===== config.mk =====
export PLATFORM = sky130hd
export DESIGN_NAME = uart_rx_flow
export DESIGN_NICKNAME = d
export VERILOG_FILES = /design/src/rtl/uart_rx_pkg.sv /design/src/rtl/uart_rx_frame.sv /design/src/rtl/uart_rx_fifo.sv /design/src/rtl/uart_rx_rts.sv /design/src/rtl/uart_rx_flow.sv
export SDC_FILE = /design/constraint.sdc
export NUM_CORES = 1
export LEC_CHECK = 0
export BUFFER_PORTS_ARGS = -buffer_cell sky130_fd_sc_hd__clkbuf_2
export CAP_MARGIN = 15
export CORE_MARGIN = 4
export CORE_UTILIZATION = 60
export DETAILED_ROUTE_END_ITERATION = 12
export PLACE_DENSITY_LB_ADDON = 0.12
export SYNTH_ARGS = -nofsm -noshare
export SYNTH_HDL_FRONTEND = slang
export SYNTH_SLANG_ARGS = --single-unit

===== constraint.sdc =====
create_clock -name clk -period 3.1 [get_ports clk]
set_input_delay 0.465 -clock clk [delete_from_list [all_inputs] [get_ports clk]]
set_output_delay 0.465 -clock clk [all_outputs]
set_load 0.02 [all_outputs]

===== src/rtl/uart_rx_pkg.sv =====
// Shared types and decode helpers for the serial receive path.
// Assumes an 8-bit data field; shorter characters are zero-extended.
package uart_rx_pkg;

    localparam int DATA_W = 8;

    typedef struct packed {
        logic              brk;
        logic              frm;
        logic              par;
        logic [DATA_W-1:0] data;
    } rx_entry_t;

    typedef enum logic [2:0] {
        ST_IDLE,
        ST_START,
        ST_DATA,
        ST_PAR,
        ST_STOP,
        ST_HOLD
    } rx_state_t;

    // Map the 2-bit trigger select onto a fill threshold.
    function automatic logic [7:0] trig_level(input logic [1:0] sel);
        case (sel)
            2'd0:    return 8'd1;
            2'd1:    return 8'd4;
            2'd2:    return 8'd8;
            default: return 8'd14;
        endcase
    endfunction

endpackage


===== src/rtl/uart_rx_frame.sv =====
// Character framer: synchronises the line, qualifies the start bit at
// mid-bit, samples data/parity/stop once per bit at the centre and emits one
// entry per frame with its error flags. Assumes tick is a one-cycle enable
// occurring OSR times per bit period and SYNC_STAGES >= 2.
module uart_rx_frame
    import uart_rx_pkg::*;
#(
    parameter int OSR         = 16,
    parameter int SYNC_STAGES = 2
) (
    input  logic      clk,
    input  logic      rst_n,
    input  logic      tick,
    input  logic      rx_in,
    input  logic [1:0] cfg_len,
    input  logic      cfg_par_en,
    input  logic      cfg_par_even,
    output logic      push_o,
    output rx_entry_t entry_o
);

    localparam int CNT_W = $clog2(OSR);
    localparam logic [CNT_W-1:0] MID_CNT  = CNT_W'(OSR / 2 - 1);
    localparam logic [CNT_W-1:0] LAST_CNT = CNT_W'(OSR - 1);

    logic [SYNC_STAGES-1:0] sync_q;
    logic                   rx_s;
    rx_state_t              state;
    logic [CNT_W-1:0]       cnt;
    logic [2:0]             bit_idx;
    logic [2:0]             last_idx;
    logic [DATA_W-1:0]      data_q;
    logic                   ones_q;
    logic                   all_zero_q;
    logic                   par_bad_q;
    logic                   is_brk;

    // Bring the asynchronous line into the clock domain (idle high).
    always_ff @(posedge clk) begin
        if (!rst_n) sync_q <= '1;
        else        sync_q <= {sync_q[SYNC_STAGES-2:0], rx_in};
    end

    assign rx_s     = sync_q[SYNC_STAGES-1];
    assign last_idx = 3'd4 + {1'b0, cfg_len};
    assign is_brk   = !rx_s && all_zero_q;

    // Frame state machine, advanced only on sampling ticks.
    always_ff @(posedge clk) begin
        if (!rst_n) begin
            state      <= ST_IDLE;
            cnt        <= '0;
            bit_idx    <= '0;
            data_q     <= '0;
            ones_q     <= 1'b0;
            all_zero_q <= 1'b1;
            par_bad_q  <= 1'b0;
            push_o     <= 1'b0;
            entry_o    <= '0;
        end else begin
            push_o <= 1'b0;
            if (tick) begin
                case (state)
                    ST_IDLE: begin
                        if (!rx_s) begin
                            state <= ST_START;
                            cnt   <= '0;
                        end
                    end
                    ST_START: begin
                        if (cnt == MID_CNT) begin
                            cnt <= '0;
                            if (rx_s) begin
                                state <= ST_IDLE;
                            end else begin
                                state      <= ST_DATA;
                                bit_idx    <= '0;
                                data_q     <= '0;
                                ones_q     <= 1'b0;
                                all_zero_q <= 1'b1;
                                par_bad_q  <= 1'b0;
                            end
                        end else begin
                            cnt <= cnt + 1'b1;
                        end
                    end
                    ST_DATA: begin
                        if (cnt == LAST_CNT) begin
                            cnt             <= '0;
                            data_q[bit_idx] <= rx_s;
                            ones_q          <= ones_q ^ rx_s;
                            if (rx_s) all_zero_q <= 1'b0;
                            if (bit_idx == last_idx)
                                state <= cfg_par_en ? ST_PAR : ST_STOP;
                            else
                                bit_idx <= bit_idx + 1'b1;
                        end else begin
                            cnt <= cnt + 1'b1;
                        end
                    end
                    ST_PAR: begin
                        if (cnt == LAST_CNT) begin
                            cnt       <= '0;
                            par_bad_q <= rx_s != (cfg_par_even ? ones_q : ~ones_q);
                            if (rx_s) all_zero_q <= 1'b0;
                            state     <= ST_STOP;
                        end else begin
                            cnt <= cnt + 1'b1;
                        end
                    end
                    ST_STOP: begin
                        if (cnt == LAST_CNT) begin
                            cnt          <= '0;
                            push_o       <= 1'b1;
                            entry_o.brk  <= is_brk;
                            entry_o.frm  <= !rx_s;
                            entry_o.par  <= par_bad_q && !is_brk;
                            entry_o.data <= is_brk ? '0 : data_q;
                            state        <= rx_s ? ST_IDLE : ST_HOLD;
                        end else begin
                            cnt <= cnt + 1'b1;
                        end
                    end
                    ST_HOLD: begin
                        if (rx_s) state <= ST_IDLE;
                    end
                    default: state <= ST_IDLE;
                endcase
            end
        end
    end

endmodule


===== src/rtl/uart_rx_fifo.sv =====
// First-word-fall-through queue of received entries. A push into a full
// queue is dropped (unless a pop frees a slot the same cycle) and reported
// by a registered one-cycle pulse. Pops on an empty queue are ignored.
module uart_rx_fifo #(
    parameter int W     = 11,
    parameter int DEPTH = 16
) (
    input  logic             clk,
    input  logic             rst_n,
    input  logic             push,
    input  logic [W-1:0]     din,
    input  logic             pop,
    output logic [W-1:0]     dout,
    output logic [$clog2(DEPTH+1)-1:0] level,
    output logic             ovr_o
);

    localparam int PTR_W = $clog2(DEPTH);
    localparam int LVL_W = $clog2(DEPTH + 1);
    localparam logic [PTR_W-1:0] PTR_LAST = PTR_W'(DEPTH - 1);
    localparam logic [LVL_W-1:0] LVL_FULL = LVL_W'(DEPTH);

    logic [W-1:0]     mem [DEPTH];
    logic [PTR_W-1:0] wr_ptr;
    logic [PTR_W-1:0] rd_ptr;
    logic             do_pop;
    logic             do_push;

    assign do_pop  = pop && (level != '0);
    assign do_push = push && ((level != LVL_FULL) || do_pop);
    assign dout    = mem[rd_ptr];

    // Store accepted entries.
    always_ff @(posedge clk) begin
        if (do_push) mem[wr_ptr] <= din;
    end

    // Maintain pointers, occupancy and the overrun pulse.
    always_ff @(posedge clk) begin
        if (!rst_n) begin
            wr_ptr <= '0;
            rd_ptr <= '0;
            level  <= '0;
            ovr_o  <= 1'b0;
        end else begin
            ovr_o <= push && !do_push;
            if (do_push) wr_ptr <= (wr_ptr == PTR_LAST) ? '0 : wr_ptr + 1'b1;
            if (do_pop)  rd_ptr <= (rd_ptr == PTR_LAST) ? '0 : rd_ptr + 1'b1;
            if (do_push && !do_pop)      level <= level + 1'b1;
            else if (do_pop && !do_push) level <= level - 1'b1;
        end
    end

endmodule


===== src/rtl/uart_rx_rts.sv =====
// Threshold logic: decodes the trigger select, raises the receive interrupt
// at or above it and drives ready-to-send from the level in automatic mode.
// Assumes level comes straight from the queue occupancy register.
module uart_rx_rts
    import uart_rx_pkg::*;
#(
    parameter int LVL_W = 5
) (
    input  logic [LVL_W-1:0] level,
    input  logic [1:0]       cfg_trig,
    input  logic             cfg_auto,
    input  logic             sw_rts,
    output logic             irq_o,
    output logic             rts_o
);

    logic [LVL_W-1:0] thresh;
    logic             at_trig;

    // Compare occupancy with the selected threshold and pick the RTS source.
    always_comb begin
        thresh  = LVL_W'(trig_level(cfg_trig));
        at_trig = level >= thresh;
        irq_o   = at_trig;
        rts_o   = cfg_auto ? !at_trig : sw_rts;
    end

endmodule


===== src/rtl/uart_rx_flow.sv =====
// Top of the receive path: framer feeding a flagged entry queue, with
// threshold-driven interrupt and ready-to-send. tick16 must come from an
// external baud divisor at OSR pulses per bit.
module uart_rx_flow
    import uart_rx_pkg::*;
#(
    parameter int DEPTH       = 16,
    parameter int OSR         = 16,
    parameter int SYNC_STAGES = 2,
    localparam int LVL_W      = $clog2(DEPTH + 1)
) (
    input  logic             clk,
    input  logic             rst_n,
    input  logic             tick16,
    input  logic             rx_in,
    input  logic [1:0]       cfg_len,
    input  logic             cfg_par_en,
    input  logic             cfg_par_even,
    input  logic [1:0]       cfg_trig,
    input  logic             cfg_auto_rts,
    input  logic             sw_rts,
    input  logic             rd_en,
    output logic             rd_valid,
    output logic [7:0]       rd_data,
    output logic             rd_par_err,
    output logic             rd_frm_err,
    output logic             rd_brk,
    output logic [LVL_W-1:0] fifo_level,
    output logic             overrun,
    output logic             rx_irq,
    output logic             rts_o
);

    localparam int ENTRY_W = $bits(rx_entry_t);

    logic      push_w;
    rx_entry_t entry_w;
    rx_entry_t head_w;

    uart_rx_frame #(.OSR(OSR), .SYNC_STAGES(SYNC_STAGES)) u_frame (
        .clk          (clk),
        .rst_n        (rst_n),
        .tick         (tick16),
        .rx_in        (rx_in),
        .cfg_len      (cfg_len),
        .cfg_par_en   (cfg_par_en),
        .cfg_par_even (cfg_par_even),
        .push_o       (push_w),
        .entry_o      (entry_w)
    );

    uart_rx_fifo #(.W(ENTRY_W), .DEPTH(DEPTH)) u_fifo (
        .clk   (clk),
        .rst_n (rst_n),
        .push  (push_w),
        .din   (entry_w),
        .pop   (rd_en),
        .dout  (head_w),
        .level (fifo_level),
        .ovr_o (overrun)
    );

    uart_rx_rts #(.LVL_W(LVL_W)) u_rts (
        .level    (fifo_level),
        .cfg_trig (cfg_trig),
        .cfg_auto (cfg_auto_rts),
        .sw_rts   (sw_rts),
        .irq_o    (rx_irq),
        .rts_o    (rts_o)
    );

    assign rd_valid   = fifo_level != '0;
    assign rd_data    = head_w.data;
    assign rd_par_err = head_w.par;
    assign rd_frm_err = head_w.frm;
    assign rd_brk     = head_w.brk;

endmodule


* Yosys cells after proc, flatten, opt, wreduce, memory -nomap -nowiden *
Memories as Yosys holds them, arrays and structs flattened. A register that Yosys moved wholly into a read port is not among the register bits.
Index checks and enable logic that the tools add are counted.

word-level totals
  memories = 1
  register bits after elaboration = 49
  logic and storage cells = 138
  memory bits (read-only) = 0
  memory bits (writable) = 176
  output and inout bits = 20
  input bits = 13
  latch bits = 0

memory list
  memory      depth  width  read ports  clocked after memory_dff  wr ports  line                RTL
  u_fifo.mem  16     11     1           1                         1         uart_rx_fifo.sv:23  logic [W-1:0] mem [DEPTH];

cells by class
  $lt $le $gt $ge = 3
  bitwise logic cells = 2
  equal/unequal tests = 25
  add/sub/neg operators = 7
  reductions and logical operators = 32
  multipliers = 0
  mux-type cells = 51
  shift-type cells = 0
  div/mod/pow operators = 0

operators by type and width
  operator                                                                 number
  3-bit two-way mux                                                        13
  8-bit two-way mux                                                        4
  4-bit two-way mux                                                        7
  4-bit one-hot mux with 3 select lines                                    2
  3-bit one-hot mux with 6 select lines                                    1
  2-bit by 1-bit inequality test with 1-bit output, second input constant  8
  8-bit one-hot mux with 2 select lines                                    1
  1-bit two-way mux                                                        14
  4-bit by 1-bit adder with 4-bit output, second input constant            3
  4-bit equality test, second input constant                               3
  6-bit AND reduction                                                      2
  5-bit two-way mux                                                        2
  5-bit AND reduction                                                      2
  3-bit AND reduction                                                      3
  8-bit bitwise mux                                                        1
  1-bit logical AND                                                        8
  8-bit AND reduction                                                      1
  2-bit nonzero test                                                       4
  3-bit by 2-bit equality test with 1-bit output, second input constant    2
  3-bit equality test, second input constant                               2
  2-bit inequality test, second input constant                             3
  1-bit one-hot mux with 2 select lines                                    3
  3-bit one-hot mux with 2 select lines                                    1
  5-bit by 1-bit adder with 5-bit output, second input constant            1
  25 further kinds                                                         29

* Depth between registers and ports, before layout *
Gate-level depths: netlist (run 1).

  depth in word-level cells = 8
  depth in mapped cells = 11

* Hierarchy *
A second synthesis (run 1) with hierarchy kept.

unflattened totals
  cell total of the unflattened synthesis = 614
  area total of the unflattened synthesis = 9,631.7 µm²

by module, submodules not included
  module         instances  area each (µm²)  cells each
  uart_rx_fifo   1          7,586.0          384
  uart_rx_frame  1          1,918.1          211
  uart_rx_rts    1          115.1            16
  uart_rx_flow   1          12.5             3

* Worst setup path after synthesis (run 1) *
OpenSTA, ideal clock, no wires.

  path type = register to register
  start = reg u_fifo.level[0]
  end = reg u_fifo.level[4]
  path slack = 0.243 ns
  required time = 3.030 ns
  arrival = 2.786 ns
  cell stages (with the launch flop) = 12
  path through = dfxtp_1 > or4_1 > o31a_1 > buf_6 > ha_1 > inv_1 > ha_1 > a21o_1 > a21oi_1 > xnor2_1 > or3_1 > a21oi_1

between the ends
  word-level cells in the longest chain between the ends = 7

ends and longest elaborated chain
  what                          line                RTL
  start, declared               uart_rx_fifo.sv:14  output logic [$clog2(DEPTH+1)-1:0] level,
  start signal, assigned        uart_rx_fifo.sv:49  if (do_push && !do_pop) level <= level + 1'b1;
  start signal, assigned        uart_rx_fifo.sv:50  else if (do_pop && !do_push) level <= level - 1'b1;
  5-bit nonzero test            uart_rx_fifo.sv:29  assign do_pop = pop && (level != '0);
  1-bit logical AND             uart_rx_fifo.sv:29
  1-bit logical OR (*)          uart_rx_fifo.sv:30  assign do_push = push && ((level != LVL_FULL) || do_pop);
  1-bit logical AND (*)         uart_rx_fifo.sv:30
  net u_fifo.do_push            uart_rx_fifo.sv:27  logic do_push;
  1-bit logical NOT             uart_rx_fifo.sv:50
  1-bit logical AND             uart_rx_fifo.sv:50
  2-bit nonzero test (no line)  --

The timed path passes the listed nets; every way through them passes the cells marked *. The select of a mux whose other input is x is not followed.
A chain may end at the register's enable or synchronous reset.

==> results of run 1 <==
-- routing by layer --
| metal | up-vias | wire length, um | part of all wire [%] | global-route usage, % |
|---|---|---|---|---|
| met4 | 0 | 221 | 1.1 | 4.695 |
| met5 | - | 0 | 0 | 0 |
| met3 | 17 | 1020 | 5.1 | 3.076 |
| met1 | 2746 | 8349 | 42 | 31.38 |
| met2 | 157 | 10240 | 52 | 38.04 |
| li1 | 2437 | - | - | - |
-- path summary, 6_finish.rpt --
| check | endpoint | slack (ps) |
|---|---|---|
| worst max-delay path | rd_data[5] | 160 |
| worst max register to register | u_fifo.level[4]$_SDFFE_PN0P_ | 260 |
| worst min-delay path | u_frame.sync_q[0]$_SDFF_PN1_ | 130 |
| worst min register to register | u_frame.sync_q[1]$_SDFF_PN1_ | 410 |
-- kinds of logic (layout without fill, tap and decap cells) --
| group | after synthesis | in the layout |
|---|---|---|
| buffers and inverters | 45 | 113 |
| xor gates and xnor gates | 10 | 10 |
| DFF | 229 | 229 |
| adders and majority gates | 16 | 16 |
| muxes | 60 | 60 |
| AOI/OAI and AO/OA | 84 | 84 |
| and+or+nand+nor | 143 | 143 |
-- sequential cells by signal, indices dropped and copies added (netlist names), 4 cells and up, named ones only --
name / count
u_fifo.level: 5
u_frame.cnt: 4
u_fifo.rd_ptr: 4
u_fifo.mem: 176
u_frame.data_q: 8
u_frame.entry_o: 11
u_fifo.wr_ptr: 4
-- stage by stage --
step / cells / utilization [%] / setup WS [ps]
6_report: 866 / 70.63 / 161.3
5_1_grt: 866 / 70.63 / 13.17
4_1_cts: 865 / 70.45 / 39.59
3_5_place_dp: 821 / 64.91 / 287.7
3_3_place_gp: 821 / 64.91 / 341.4
2_1_floorplan: 587 / - / 243.2
-- power groups by stage --
stage	combinational (mW)	clock, mW	sequential, mW
4_1_cts	0.802	3.06	3.38
3_5_place_dp	0.796	0	3.44
3_3_place_gp	0.788	0	3.44
2_1_floorplan	0.655	0	3.43
6_report	0.828	3.00	3.39
5_1_grt	0.889	3.19	3.40
-- critical path, stage by stage, from the launching register on --
cell and delay (ps):
dfxtp_4 450, buf_12 210, mux4_1 580, mux4_2 540, clkbuf_2 190
-- cell usage after synthesis, types with 3 or more instances --
cell	count	area, um2
or3_1	4	25.02
a32o_1	4	40.04
o21ai_0	14	70.07
nand2b_1	9	56.30
xnor2_1	7	61.31
buf_1	6	22.52
nand4_1	3	18.77
nand2_1	36	135.1
nor2_1	40	150.1
o211ai_1	4	30.03
clkbuf_1	16	60.06
o21ai_1	4	20.02
mux2i_1	5	50.05
and3_1	3	18.77
a21oi_1	33	165.2
a31oi_1	4	25.02
nor3b_1	4	30.03
o31ai_1	3	22.52
a21o_1	5	37.54
buf_6	5	56.30
mux4_1	41	1077
mux4_2	14	315.3
buf_2	4	20.02
ha_1	15	187.7
nand3_1	17	85.08
nor2b_1	4	25.02
edfxtp_1	176	5285
dfxtp_1	53	1061
nor3_1	6	30.03
or4_1	3	22.52
inv_1	11	41.29
-- cell type report --
class / count / area share (%)
clock buffer: 31 / 6.625
clock inverter: 13 / 1.229
inverter: 12 / 0.4134
multi-input combinational: 313 / 27.45
sequential: 229 / 58.27
tap: 211 / 2.423
timing repair buffer: 57 / 3.582
-- repair_timing --
| item | 4_1_cts | 5_1_grt |
|---|---|---|
| gates resized for setup | 0 | 1 |
| hold buffers | 0 | 0 |
| setup endpoints to repair | 0 | 1 |
==> parameters.txt, run 1 <==
Parameter                              Value

CTS
  Post CTS Setup Buffer Count    0
  Register clock-pin slew on the reported worst setup and hold paths    60 ps
  Clock latency on the worst-skew pair    roughly 510 ps
  CTS sink cnt    between 200 and 250
  Root buf cell    clkbuf_16
  CTS max path bufs    3
  TritonCTS Buffers    24
  H-tree level count    1
  Clock tree from TritonCTS    done

Pwr
  Internal power contribution    around 5.5 mW
  Power density of the placed cells    662.2 nW/um2
  Maximum vdd drop    0.4983 mV
  Relative contribution of combinational cells to total power    between 10% and 20%
  P_sw    between 1.5 and 2 mW
  Leak Pwr    around 4.3 nW
  Final Total Pwr    roughly 7.2 mW
  Clk network pwr share    41.6%
  Sw Ratio    23.23%
  Sequential Power Share    about 47%

Cells and area
  Commonest non-fill, non-tap cell in the layout    edfxtp_1
  Count of fill cells added during filler insertion    996
  Number of antenna diodes    0
  Sequential cell area    between 6000 and 7000 um2
  Share of final-layout standard cells stronger than drive strength 1    18.47%
  Post-Layout Inst Area    about 11,000 um2
  Layout overhead on the synthesized area    13.87%
  Area occupied by multi-input gates    roughly 3000 um2
  Most used cells in the layout excluding fill and tap cells    edfxtp_1 (176), dfxtp_1 (52), mux4_1 (41)
  Total number of nets in the final design    666

STA
  Setup TNS    0 ps
  Clock skew    approximately 12 ps
  Max frequency    0.3403 GHz
  Portion of the clock cycle consumed by the worst path in the final layout    94.80%
  Count of final max-slew check failures    0
  Number of failing setup endpoints in the final timing report    0
  Max-slew headroom at the worst pin    ~48%
  Hold slack    around 130 ps
  Crit path time final    around 2900 ps
  Transition time of the tightest slew-check pin    ~780 ps
  Setup repair after global routing missed its margin    false
  Number of failing hold endpoints at the final stage    0

Logic synthesis
  Share of async-settable or async-resettable flops after synthesis    0%
  Synthesized-area fraction occupied by ao, oa, aoi and oai cells    around 5.5%
  Most used flip-flop cell after synthesis    edfxtp_1
  Basic-gate share of the synthesized area counting and, or, nand and nor cells    under 10%
  Sequential fraction of the synthesis area    roughly two thirds
  Count of unique library cells instantiated by Yosys    62
  Main combinational cell family by area after synthesis    multiplexers
  Number of standard cells after synthesis    approximately 590
  Post-synthesis mux area share    approximately 15%
  Syn avg cell area    approximately 16 um2
  Number of nets produced by synthesis    approximately 620
  Xor/xnor share of the synthesized area    less than 1%
  Number of synthesized register bits    229
  Combined area of all synthesized cells    9569 um2
  Number of flops mapped to enable cells by yosys    ~180
  Number of warnings issued by yosys    0
  Synth Area in Adders    under 10%

Global routing
  Tot GR Track Use    between 20% and 30%
  GRT overflow    0
  Number of antenna violations at the first check in global routing    0
  Largest net degree at the start of global routing    45
  Vias in the first global route    around 5,300
  First-pass GRT wire length    30,620 um

Worst setup path
  Worst reg2reg startpoint    u_fifo.level[0]$_SDFFE_PN0P_
  Data required time of the worst path    about 2600 ps
  CP startpoint kind    flop
  Endpoint type of the worst setup path    primary output
  Critical path data arrival time    2470 ps
  Crit Path Max Fanout    17
  Critical setup path kind    reg2out
  R2R cell count    11

Placed design
  Placed wire-length estimate after detailed placement    between 10,000 and 15,000 um
  Placed Instance Area    between 10,000 and 15,000 um2
  Port buffer count    32
  RD Place Congestion    0.8273

Hold path
  Hold path depth    2
  Worst min-delay path class    in2reg
  Hold Crit Start    rx_in

Detailed routing
  Detailed Route WL    roughly 20,000 um
  Wire length per cell    22.90 um
  Detailed-routing iteration count for the pre-antenna-repair pass    5
  Post-route ant nets    0
  Number of vias per cell    6.186
  Vias    between 5,000 and 6,000
  Number of DRC markers in iteration 0    between 400 and 500
  Remaining routing DRC violations    0

Die
  Die Y-Extent    about 130 um
  Width of the chip    134.3 um
  Area of the die    roughly 18,000 um2
  FP Rows    between 40 and 50
  Number of placed I/O pins    33
  Placeable Area    15,430 um2
  Starting density of the core    slightly above 60%

Outcome
  Result of the run    completed

Job
  Max-capacitance violation count    0
Power figures use the tool's default switching activity.
==> inputs of run 2 (changes only) <==
- CELL_PAD_IN_SITES_DETAIL_PLACEMENT: not set -> 2
- CELL_PAD_IN_SITES_GLOBAL_PLACEMENT: not set -> 2
- CORE_UTILIZATION: 60 -> 46
==> parameters.txt, run 2 (synthesis results as in run 1) <==
Parameter                              Value

Cells and area
  Most used cells in the layout excluding fill and tap cells    edfxtp_1 (176), dfxtp_1 (52), nor2_1 (40), mux4_1 (40), nand2_1 (36) (was edfxtp_1 (176), dfxtp_1 (52), mux4_1 (41))
  Total number of nets in the final design    666 (unchanged)
  Layout overhead on the synthesized area    13.87% (unchanged)
  Register with the highest flop count    u_fifo.mem (unchanged)
  Count of fill cells added during filler insertion    1,799 (was 996)
  Share of final-layout standard cells stronger than drive strength 1    18.47% (unchanged)
  Max FFs per register    176 (unchanged)
  Final Non-Filler Cells    925 (was 866)
  Commonest non-fill, non-tap cell in the layout    edfxtp_1 (unchanged)
  Number of antenna diodes    0 (unchanged)
  Final core utilization    53.51% (was 70.63%)
  Registers with the most flip-flops    u_fifo.mem x176, u_frame.entry_o x11, u_frame.data_q x8 (unchanged)

Detailed routing
  Wire length per cell    28.32 um (was 22.90 um)
  Number of DRC markers in iteration 0    327 (was 404)
  Detailed route wirelength on metal2    13,590 um (was 10,240 um)
  Post-route ant nets    0 (unchanged)
  Detailed Route WL    26,200 um (was 19,830 um)
  Number of vias per cell    6.036 (was 6.186)
  Detailed-routing iteration count for the pre-antenna-repair pass    4 (was 5)
  Wire length on met3    1353 um (was 1020 um)
  WL met1    10,530 um (was 8349 um)
  Vias    5,583 (was 5,357)
  Remaining routing DRC violations    0 (unchanged)
  Highest metal layer with signal wires    met5 (was met4)

Die
  Width of the chip    152.2 um (was 134.3 um)
  Number of placed I/O pins    33 (unchanged)
  FP Rows    52 (was 45)
  Starting density of the core    46.99% (was 62.03%)
  Placeable Area    20,360 um2 (was 15,430 um2)
  Die Y-Extent    152.2 um (was 134.3 um)
  Area of the die    23,170 um2 (was 18,030 um2)

Pwr
  Relative contribution of combinational cells to total power    12.7% (was 11.5%)
  P_sw    1.688 mW (was 1.676 mW)
  Maximum vdd drop    0.3306 mV (was 0.4983 mV)
  Sequential Power Share    48.0% (was 47.0%)
  Clk network pwr share    39.3% (was 41.6%)
  Sw Ratio    23.99% (was 23.23%)
  Power density of the placed cells    645.6 nW/um2 (was 662.2 nW/um2)
  Internal power contribution    5.348 mW (was 5.540 mW)
  Leak Pwr    4.301 nW (was 4.328 nW)

STA
  Max frequency    0.3315 GHz (was 0.3403 GHz)
  Portion of the clock cycle consumed by the worst path in the final layout    97.31% (was 94.80%)
  Max-slew headroom at the worst pin    46.79% (was 47.93%)
  Transition time of the tightest slew-check pin    797.1 ps (was 779.9 ps)
  Clock skew    17.82 ps (was 11.96 ps)
  Number of failing setup endpoints in the final timing report    0 (unchanged)
  Number of failing hold endpoints at the final stage    0 (unchanged)
  Crit path time final    3017 ps (was 2939 ps)
  Count of final max-slew check failures    0 (unchanged)
  Setup repair after global routing missed its margin    true (was false)

Worst setup path
  Critical path data arrival time    2550 ps (was 2470 ps)
  Cell at the slowest stage of the critical path    mux4_1 (unchanged)
  CP startpoint kind    flop (unchanged)
  Cell family with the largest share of critical-path delay    multiplexers (unchanged)
  Buf/Inv on CP    2 (unchanged)
  Data required time of the worst path    2630 ps (about the same)
  Largest incremental delay on the critical path    590 ps (was 580 ps)
  Critical path, cell by cell    bufbuf_16 -> mux4_1 -> mux4_2 -> clkbuf_2 (was buf_12 -> mux4_1 -> mux4_2 -> clkbuf_2)
  Crit Path Max Fanout    16 (was 17)
  Critical setup path kind    reg2out (unchanged)
  Endpoint type of the worst setup path    primary output (unchanged)

CTS
  CTS sink cnt    229 (unchanged)
  Register clock-pin slew on the reported worst setup and hold paths    60 ps (about the same)
  Root buf cell    clkbuf_16 (unchanged)
  CTS max path bufs    3 (unchanged)
  Clock tree from TritonCTS    done (unchanged)
  H-tree level count    1 (unchanged)
  TritonCTS Buffers    24 (unchanged)
  Count of hold buffers inserted by post-cts repair    0 (unchanged)
  Clock latency on the worst-skew pair    520 ps (was 510 ps)

Placed design
  Placed Cells incl. Taps    880 (was 821)
  Port buffer count    32 (unchanged)
  Placed wire-length estimate after detailed placement    16,610 um (was 11,560 um)
  RD Place Congestion    0.7592 (was 0.8273)

Hold path
  Worst min-delay path class    in2reg (unchanged)

Global routing
  Largest net degree at the start of global routing    45 (unchanged)
  GRT overflow    0 (unchanged)
  Tot GR Track Use    22.33% (was 22.34%)
  Number of antenna violations at the first check in global routing    1 (was 0)
  First-pass GRT wire length    39,070 um (was 30,620 um)
  Vias in the first global route    6,008 (was 5,284)

Outcome
  Result of the run    completed (unchanged)

Job
  Max-capacitance violation count    0 (unchanged)
==> run 2: area by class of cell <==
type / instances / area, um2 / area share [%]
multi-input combinational: 313 / 3008 / 27.60
timing repair buffer: 57 / 397.9 / 3.651
tap: 270 / 337.8 / 3.100
clock buffer: 34 / 679.4 / 6.235
inverter: 12 / 45.04 / 0.4134
sequential: 229 / 6350 / 58.27
clock inverter: 10 / 78.83 / 0.7234
==> run 2: power by group through the flow <==
stage / clock, mW / sequential [mW] / combinational (mW)
global placement: 0 / 3.43 / 0.820
detailed placement: 0 / 3.44 / 0.846
finish: 2.77 / 3.38 / 0.890
global route: 2.97 / 3.39 / 0.961
CTS: 2.81 / 3.38 / 0.903
floorplan: 0 / 3.43 / 0.655
==> run 2: final timing paths <==
check	start	to	slack, ps	depth (start not counted)
worst max-delay path	flop	rd_data[4]	80	4
worst min-delay path	rx_in	u_frame.sync_q[0]$_SDFF_PN1_	150	2
worst max register to register	u_fifo.level[1]$_SDFFE_PN0P_	u_fifo.level[4]$_SDFFE_PN0P_	240	10
worst min register to register	u_frame.sync_q[0]$_SDFF_PN1_	u_frame.sync_q[1]$_SDFF_PN1_	420	1
==> run 2: per-layer routing <==
layer | vias to the layer above | global-route usage (%)
met5 | - | 0
met4 | 2 | 5.565
met3 | 43 | 3.437
met2 | 172 | 39.99
met1 | 2935 | 28.61
li1 | 2431 | -
==> run 2: worst register-to-register path, stage by stage (launching register included) <==
cell	delay [ps]
dfxtp_1	380
or4_1	560
o31a_1	280
ha_1	220
inv_1	140
ha_1	290
a21o_1	190
a21oi_1	190
xnor2_1	90
or3_1	300
a21oi_1	130
==> run 2: repair_timing <==
item,4_1_cts,5_1_grt
buffers inserted,0,0
cloned,1,0
pin swaps,0,0
setup endpoints to repair,1,3
resized for setup,1,2
==> run 2: through the flow <==
stage	total power [mW]	TNS (ps)	worst slack (ps)	cell area [um2]	hold slack (ps)
2_1_floorplan	4.087	0	243.2	9569	386.3
3_3_place_gp	4.254	0	353.0	10110	409.2
3_5_place_dp	4.284	0	228.7	10110	411.1
4_1_cts	7.098	0	69.56	10900	135.2
5_1_grt	7.314	-3.141	-3.141	10900	144.4
6_report	7.035	0	83.43	10900	153.0
